==> config.mk <==
export PLATFORM = sky130hd
export DESIGN_NAME = pipe_hazard_unit
export DESIGN_NICKNAME = d
export VERILOG_FILES = /design/src/rtl/hz_pkg.sv /design/src/rtl/hz_src_match.sv /design/src/rtl/hz_fwd_reg.sv /design/src/rtl/hz_ctrl_core.sv /design/src/rtl/pipe_hazard_unit.sv
export SDC_FILE = /design/constraint.sdc
export NUM_CORES = 1
export LEC_CHECK = 0
export BUFFER_PORTS_ARGS = -buffer_cell sky130_fd_sc_hd__buf_2
export CORE_UTILIZATION = 46
export CTS_BUF_LIST = sky130_fd_sc_hd__clkbuf_8
export DETAILED_ROUTE_END_ITERATION = 16
export HOLD_SLACK_MARGIN = 0.15
export PLACE_DENSITY = 0.95
export SLEW_MARGIN = 15
export SYNTH_ARGS = -nofsm -noshare
export SYNTH_HDL_FRONTEND = slang
export SYNTH_HIERARCHICAL = 1
export SYNTH_SLANG_ARGS = --single-unit
==> constraint.sdc <==
create_clock -name clk -period 6.84 [get_ports clk]
set_clock_uncertainty 0.1 [all_clocks]
set_input_delay 1.368 -clock clk [delete_from_list [all_inputs] [get_ports clk]]
set_output_delay 1.368 -clock clk [all_outputs]
set_load 0.01 [all_outputs]
==> src/rtl/hz_pkg.sv <==
package hz_pkg;
  typedef enum logic [1:0] {
    FWD_RF  = 2'd0,
    FWD_MEM = 2'd1,
    FWD_WB  = 2'd2,
    FWD_OLD = 2'd3
  } fwd_sel_e;

  localparam int NUM_OPND  = 2;
  localparam int NUM_YOUNG = 3;
endpackage

==> src/rtl/hz_src_match.sv <==
module hz_src_match
  import hz_pkg::*;
#(
  parameter int REG_W = 5
) (
  input  logic             fwd_en,
  input  logic [REG_W-1:0] src,
  input  logic [REG_W-1:0] ex_rd,
  input  logic             ex_we,
  input  logic             ex_load,
  input  logic [REG_W-1:0] mem_rd,
  input  logic             mem_we,
  input  logic [REG_W-1:0] wb_rd,
  input  logic             wb_we,
  output logic             stall_req,
  output fwd_sel_e         sel_nxt
);
  logic src_live;
  logic hit_ex, hit_mem, hit_wb;

  assign src_live = (src != '0);
  assign hit_ex   = src_live && ex_we  && (ex_rd  == src);
  assign hit_mem  = src_live && mem_we && (mem_rd == src);
  assign hit_wb   = src_live && wb_we  && (wb_rd  == src);

  always_comb begin
    stall_req = 1'b0;
    sel_nxt   = FWD_RF;
    if (!fwd_en) begin
      stall_req = hit_ex || hit_mem || hit_wb;
    end else begin
      stall_req = hit_ex && ex_load;
      if (hit_ex)       sel_nxt = FWD_MEM;
      else if (hit_mem) sel_nxt = FWD_WB;
      else if (hit_wb)  sel_nxt = FWD_OLD;
    end
  end
endmodule

==> src/rtl/hz_fwd_reg.sv <==
module hz_fwd_reg
  import hz_pkg::*;
(
  input  logic     clk,
  input  logic     rst,
  input  logic     clr,
  input  fwd_sel_e nxt,
  output fwd_sel_e q
);
  always_ff @(posedge clk) begin
    if (rst || clr) q <= FWD_RF;
    else            q <= nxt;
  end
endmodule

==> src/rtl/hz_ctrl_core.sv <==
module hz_ctrl_core
  import hz_pkg::*;
(
  input  logic                 data_stall,
  input  logic                 shared_mem,
  input  logic                 mem_access,
  input  logic                 br_resolved,
  input  logic                 br_taken,
  output logic                 pc_hold,
  output logic                 pc_redirect,
  output logic                 rr_hold,
  output logic                 fetch_bubble,
  output logic                 ex_bubble,
  output logic [NUM_YOUNG-1:0] squash,
  output logic                 fwd_clr
);
  logic flush, conflict;

  assign flush    = br_resolved && br_taken;
  assign conflict = shared_mem && mem_access;
  assign fwd_clr  = flush || data_stall;

  always_comb begin
    pc_hold      = 1'b0;
    pc_redirect  = 1'b0;
    rr_hold      = 1'b0;
    fetch_bubble = 1'b0;
    ex_bubble    = 1'b0;
    squash       = '0;
    if (flush) begin
      pc_redirect = 1'b1;
      squash      = '1;
    end else begin
      pc_hold      = data_stall || conflict;
      rr_hold      = data_stall;
      ex_bubble    = data_stall;
      fetch_bubble = conflict && !data_stall;
    end
  end
endmodule

==> src/rtl/pipe_hazard_unit.sv <==
module pipe_hazard_unit
  import hz_pkg::*;
#(
  parameter int REG_W = 5
) (
  input  logic             clk,
  input  logic             rst,
  input  logic             fwd_en,
  input  logic             shared_mem,
  input  logic [REG_W-1:0] rr_rs1,
  input  logic [REG_W-1:0] rr_rs2,
  input  logic [REG_W-1:0] ex_rd,
  input  logic             ex_we,
  input  logic             ex_load,
  input  logic [REG_W-1:0] mem_rd,
  input  logic             mem_we,
  input  logic             mem_access,
  input  logic [REG_W-1:0] wb_rd,
  input  logic             wb_we,
  input  logic             br_resolved,
  input  logic             br_taken,
  output logic             pc_hold,
  output logic             pc_redirect,
  output logic             rr_hold,
  output logic             fetch_bubble,
  output logic             ex_bubble,
  output logic [2:0]       squash,
  output logic [1:0]       fwd_a,
  output logic [1:0]       fwd_b
);
  logic [REG_W-1:0]    src_arr [NUM_OPND];
  logic [NUM_OPND-1:0] stall_vec;
  fwd_sel_e            sel_nxt [NUM_OPND];
  fwd_sel_e            sel_q   [NUM_OPND];
  logic                fwd_clr;

  assign src_arr[0] = rr_rs1;
  assign src_arr[1] = rr_rs2;

  for (genvar g = 0; g < NUM_OPND; g++) begin : g_opnd
    hz_src_match #(.REG_W(REG_W)) u_match (
      .fwd_en    (fwd_en),
      .src       (src_arr[g]),
      .ex_rd     (ex_rd),
      .ex_we     (ex_we),
      .ex_load   (ex_load),
      .mem_rd    (mem_rd),
      .mem_we    (mem_we),
      .wb_rd     (wb_rd),
      .wb_we     (wb_we),
      .stall_req (stall_vec[g]),
      .sel_nxt   (sel_nxt[g])
    );

    hz_fwd_reg u_sel (
      .clk (clk),
      .rst (rst),
      .clr (fwd_clr),
      .nxt (sel_nxt[g]),
      .q   (sel_q[g])
    );
  end

  hz_ctrl_core u_core (
    .data_stall   (|stall_vec),
    .shared_mem   (shared_mem),
    .mem_access   (mem_access),
    .br_resolved  (br_resolved),
    .br_taken     (br_taken),
    .pc_hold      (pc_hold),
    .pc_redirect  (pc_redirect),
    .rr_hold      (rr_hold),
    .fetch_bubble (fetch_bubble),
    .ex_bubble    (ex_bubble),
    .squash       (squash),
    .fwd_clr      (fwd_clr)
  );

  assign fwd_a = sel_q[0];
  assign fwd_b = sel_q[1];
endmodule

Word-level counts from Yosys, hierarchy flattened:

Cells that the tools add are included.

* output and inout port bits: 12
* logic and storage cells: 55
* bits of input ports: 36
* bits in registers: 4

* equal/unequal tests: 6
* reductions and logical operators: 31
* bitwise logic cells: 1
* muxes and demuxes: 13

Operators with widths (count)
* == test 5 bit: 6
* logical AND 1 bit: 17
* nonzero test 5 bit: 2
* two-way mux 1 bit: 8
* two-way mux 2 bit: 4
* logical OR 1 bit: 7
* OR reduction 3 bit: 2
* OR reduction 2 bit: 2
* two-way mux 3 bit: 1
* logical NOT 1 bit: 1
* inverter 1 bit: 1

Longest topological paths before layout:

* depth after elaboration: 10
* depth in mapped cells: 8
* gate-level depth less buffers: 7

Hierarchy:

Netlist, hierarchy kept.

Modules (own cells, without submodules)
* hz_src_match: area each 260.2 µm², times used 2, sequential area each 0.0 µm², cells each 33
* hz_fwd_reg: area each 55.1 µm², times used 2, sequential area each 40.0 µm², cells each 4
* hz_ctrl_core: area each 68.8 µm², times used 1, sequential area each 0.0 µm², cells each 11
* pipe_hazard_unit: area each 6.3 µm², times used 1, sequential area each 0.0 µm², cells each 1

Worst setup path before layout:

OpenSTA, ideal clock, no wires.

* path type: input-to-output
* start: in rr_rs2[1]
* end: out fetch_bubble
* cell stages on the path: 7
* required time: 5.372 ns
* slack: 2.327 ns
* path buffers: 0
* arrival: 3.045 ns
* cells stage by stage: or4_4 o211ai_2 nor2_1 o31a_1 or2_1 a21o_1 nor2_1

* longest elaborated chain between the ends: 10
* elaborated cells on any way between the ends: 18
* those cells by class: 3 x eq/ne; 2 x mux; 13 x reduce/logical

RTL lines
* from (decl): line pipe_hazard_unit.sv:11 `input logic [REG_W-1:0] rr_rs2,`
* nonzero test 5 bit: line hz_src_match.sv:21 `assign src_live = (src != '0);`
* logical AND 1 bit, on equally long branches (2 in series): line hz_src_match.sv:22, hz_src_match.sv:23
* logical OR 1 bit (2 in series): line hz_src_match.sv:30 `stall_req = hit_ex || hit_mem || hit_wb;`
* two-way mux 1 bit (*): line hz_src_match.sv:29 `if (!fwd_en) begin`
* net stall_vec[1]: line pipe_hazard_unit.sv:32 `logic [NUM_OPND-1:0] stall_vec;`
* OR reduction 2 bit (*): line pipe_hazard_unit.sv:65 `.data_stall (|stall_vec),`
* logical NOT 1 bit (*): line hz_ctrl_core.sv:37 `fetch_bubble = conflict && !data_stall;`
* logical AND 1 bit (*): line hz_ctrl_core.sv:37
* two-way mux 1 bit (*): line hz_ctrl_core.sv:30 `if (flush) begin`
* to (decl): line pipe_hazard_unit.sv:25 `output logic fetch_bubble,`

The timed path passes the listed nets; every way through them passes the cells marked *.

Worst setup path in the final report:

Ends and elaborated chain as after synthesis.

==> results.sh <==
export IMPL_grt_overflow_total=0
export IMPL_synth_commonest_cells="sky130_fd_sc_hd__xnor2_1, sky130_fd_sc_hd__xor2_1"
export IMPL_worst_min_path_start="rst"
export IMPL_async_reset_ff_frac=0
export IMPL_slew_limit_headroom=0.676
export IMPL_drt_antenna_violating_nets=0
export IMPL_synth_yosys_seq_area_share=0.113
export IMPL_max_cap_violations=0
export IMPL_cts_root_buf="sky130_fd_sc_hd__clkbuf_8"
export IMPL_cp_slowest_stage_delay_ns=0.55
export IMPL_min_period_ns=4.82
export IMPL_drive_above_1_share=0.454
export IMPL_final_fill_count=120
export IMPL_numCtsBuffers=3
export IMPL_placementRows=13
export IMPL_synth_mux_area_fraction=0
export IMPL_setup_tns_final_ns=0
export IMPL_clkTransAtPathRegs_ns=0.04
export IMPL_yosys_area_share_simple=0.270
export IMPL_routed_wirelength_mm=1.79
export IMPL_cp_max_fo=5
export IMPL_synth_area_leaders="sky130_fd_sc_hd__xnor2_1, sky130_fd_sc_hd__dfxtp_1, sky130_fd_sc_hd__xor2_1, sky130_fd_sc_hd__buf_4, sky130_fd_sc_hd__nor3b_1"
export IMPL_die_w_um=41.2
export IMPL_firstDrtPassIters=4
export IMPL_grt_setup_unrepaired="no"
export IMPL_synthMostInstantiatedCell="sky130_fd_sc_hd__xnor2_1"
export IMPL_timing_worst_slew_pin_value_ns=0.473
export IMPL_min_period_over_period=0.704
export IMPL_die_height_um=41.2
export IMPL_antenna_violations_before_repair=0
export IMPL_synth_edf_count=0
export IMPL_nature_of_the_critical_path_endpoint="output port"
export IMPL_register_area_um2=80.1
export IMPL_postCtsSetupBuffers=0
export IMPL_synth_fp_nets=122
export IMPL_slowest_cp_cell="sky130_fd_sc_hd__or4_4"
export IMPL_achievable_frequency_mhz=208
export IMPL_startpoint="rr_rs2[1]"
export IMPL_timing_max_transition_violations_final=0
export IMPL_die_area_um2=1690
export IMPL_synth_top_area_frac=0.273
export IMPL_postLayoutCellArea_um2=961
export IMPL_grt_max_degree=7
export IMPL_p_leak_nw=0.444
export IMPL_final_nets=168
export IMPL_start_util=0.516
export IMPL_clockBufferDepth=2
export IMPL_netlist_cell_type_count=27
export IMPL_timing_critical_path_cells="buf_2 > or4_4 > o211ai_2 > nor2_1 > o31a_1 > or2_1 > a21o_1 > nor2_1 > buf_2"
export IMPL_io_buffers=47
export IMPL_syn_area_per_cell_um2=8.21
export IMPL_num_antenna_cells=0
export IMPL_arrival_time_at_the_worst_endpoint_ns=3.35
export IMPL_dp_hpwl_mm=1.54
export IMPL_place_area_um2=920
export IMPL_synthesis_yosys_warnings=6
export IMPL_tritoncts_clock_tree="built"
export IMPL_worst_hold_slack_ns=1.25
export IMPL_global_route_peak_usage_layer="met2"
export IMPL_route_detailed_vias_per_inst=5.41
export IMPL_drc=0
export IMPL_routedWlPerCell_um=12.4
export IMPL_synthXorXnorAreaFrac=0.372
export IMPL_synth_cells=86
export IMPL_p_per_area_nw_per_um2=130
export IMPL_worst_slack_ns=2.02
export IMPL_routed_via_count=785
export IMPL_grt_met2_usage=0.449
export IMPL_placeable_core_region_um2=1370
export IMPL_largestRegisters="g_opnd.u_sel/q x4"
export IMPL_numClockSinks=4
export IMPL_gp_congestion=0.801
export IMPL_yosys_top_cell_by_area="sky130_fd_sc_hd__xnor2_1"
export IMPL_global_route_met1_utilization=0.225
export IMPL_first_pass_grt_wire_length_mm=2.58
export IMPL_synth_top_family_by_area="XOR/XNOR gates"
export IMPL_area_occupied_by_multi_input_gates_um2=578
export IMPL_ir_drop_mv=0.0753
export IMPL_cts_resized=0
export IMPL_setup_worst_path_class="input pin to output port"
export IMPL_synth_compound_gate_area_share=0.177
export IMPL_pre_cts_ws_ns=2.04
export IMPL_finish_cell_count_without_fillers=145
export IMPL_required_ns=5.37
export IMPL_cts_max_level=1
export IMPL_run_status="finished clean"
export IMPL_use_met3=0.0326
export IMPL_largest_register="g_opnd.u_sel/q"
export IMPL_yosys_area_share_adder=0
export IMPL_ys_flop_type="sky130_fd_sc_hd__dfxtp_1"
export IMPL_syn_cell_area_um2=706
export IMPL_area_delta_synth_final_pct=36.2
export IMPL_design_portCount=48
export IMPL_overall_global_routing_resource_usage=0.229
export IMPL_synth_seq_cells=4
export IMPL_post_cts_hold_buffer_count=0
export IMPL_hp_class="input pin to flop"
export IMPL_timing_final_setup_violations=0
export IMPL_first_iter_violations=12
export IMPL_first_global_vias=681
export IMPL_placedCellCount=142
export IMPL_critical_path_startpoint_type="input pin"
export IMPL_final_hold_viol_count=0
export IMPL_largest_register_ff_count=4
==> worst max-delay path: cells and delay by family <==
| family | cells | cell delay, ns |
|---|---|---|
| buffers and inverters | 2 | 0.27 |
| AO/OA/AOI/OAI | 3 | 0.71 |
| AND/OR/NAND/NOR | 4 | 1.00 |
==> per-layer routing <==
metal	routed length [um]	part of all wire
met5	0	0
met1	711	0.40
met3	161	0.090
met4	24	0.013
met2	898	0.50
==> cells in the final DEF (no fill, tap or decap) <==
cell type | synthesis | routed
sky130_fd_sc_hd__a2111oi_0 | 2 | 2
sky130_fd_sc_hd__a21o_1 | 1 | 1
sky130_fd_sc_hd__a21oi_1 | 1 | 1
sky130_fd_sc_hd__and2_1 | 2 | 2
sky130_fd_sc_hd__and2_4 | 1 | 1
sky130_fd_sc_hd__and3b_1 | 2 | 2
sky130_fd_sc_hd__buf_2 | 0 | 47
sky130_fd_sc_hd__clkbuf_8 | 0 | 3
sky130_fd_sc_hd__dfxtp_1 | 4 | 4
sky130_fd_sc_hd__inv_1 | 2 | 2
sky130_fd_sc_hd__nand2_1 | 3 | 3
sky130_fd_sc_hd__nand4_1 | 4 | 4
sky130_fd_sc_hd__nor2_1 | 4 | 4
sky130_fd_sc_hd__nor2_2 | 2 | 2
sky130_fd_sc_hd__nor2b_1 | 1 | 1
sky130_fd_sc_hd__nor3_1 | 2 | 2
sky130_fd_sc_hd__nor3b_1 | 4 | 4
sky130_fd_sc_hd__nor4_1 | 2 | 2
sky130_fd_sc_hd__o211ai_2 | 2 | 2
sky130_fd_sc_hd__o21a_1 | 2 | 2
sky130_fd_sc_hd__o221a_2 | 2 | 2
sky130_fd_sc_hd__o31a_1 | 2 | 2
sky130_fd_sc_hd__o31ai_1 | 2 | 2
sky130_fd_sc_hd__or2_1 | 1 | 1
sky130_fd_sc_hd__or4_4 | 2 | 2
sky130_fd_sc_hd__xnor2_1 | 22 | 22
sky130_fd_sc_hd__xor2_1 | 8 | 8
==> power by group <==
| part | total [W] | switching, W | internal (W) |
|---|---|---|---|
| Combinational | 0.0000496 | 0.0000250 | 0.0000246 |
| Sequential | 0.0000237 | 0.0000000412 | 0.0000237 |
| Clock | 0.0000515 | 0.0000139 | 0.0000376 |
| Total | 0.000125 | 0.0000389 | 0.0000859 |
==> cell families (layout without fill, tap and decap cells) <==
group | Yosys count | in the layout
buffers and inverters | 8 | 52
flip-flops | 4 | 4
AND/OR/NAND/NOR | 30 | 30
AO/OA/AOI/OAI | 14 | 14
XOR/XNOR | 30 | 30
==> layout make-up <==
class / instances / share of cell area
flip-flops and latches: 4 / 0.0833
inverters: 2 / 0.00781
well taps: 15 / 0.0195
clock buffers: 3 / 0.0430
multi-input cells: 74 / 0.602
repair buffers: 47 / 0.245
==> stage by stage <==
step / util / power (W)
2_1_floorplan: - / 0.0000529
3_3_place_gp: 0.673 / 0.0000717
3_5_place_dp: 0.673 / 0.0000735
4_1_cts: 0.703 / 0.000126
5_1_grt: 0.703 / 0.000131
6_report: 0.703 / 0.000125
==> path summary, 6_finish.rpt <==
path | to | slack [ns] | cells after the start
setup / recovery | fetch_bubble | 2.02 | 9
hold / removal | g_opnd[0].u_sel/q[1] | 1.25 | 2
No activity file was read; power rests on OpenSTA's default activity.
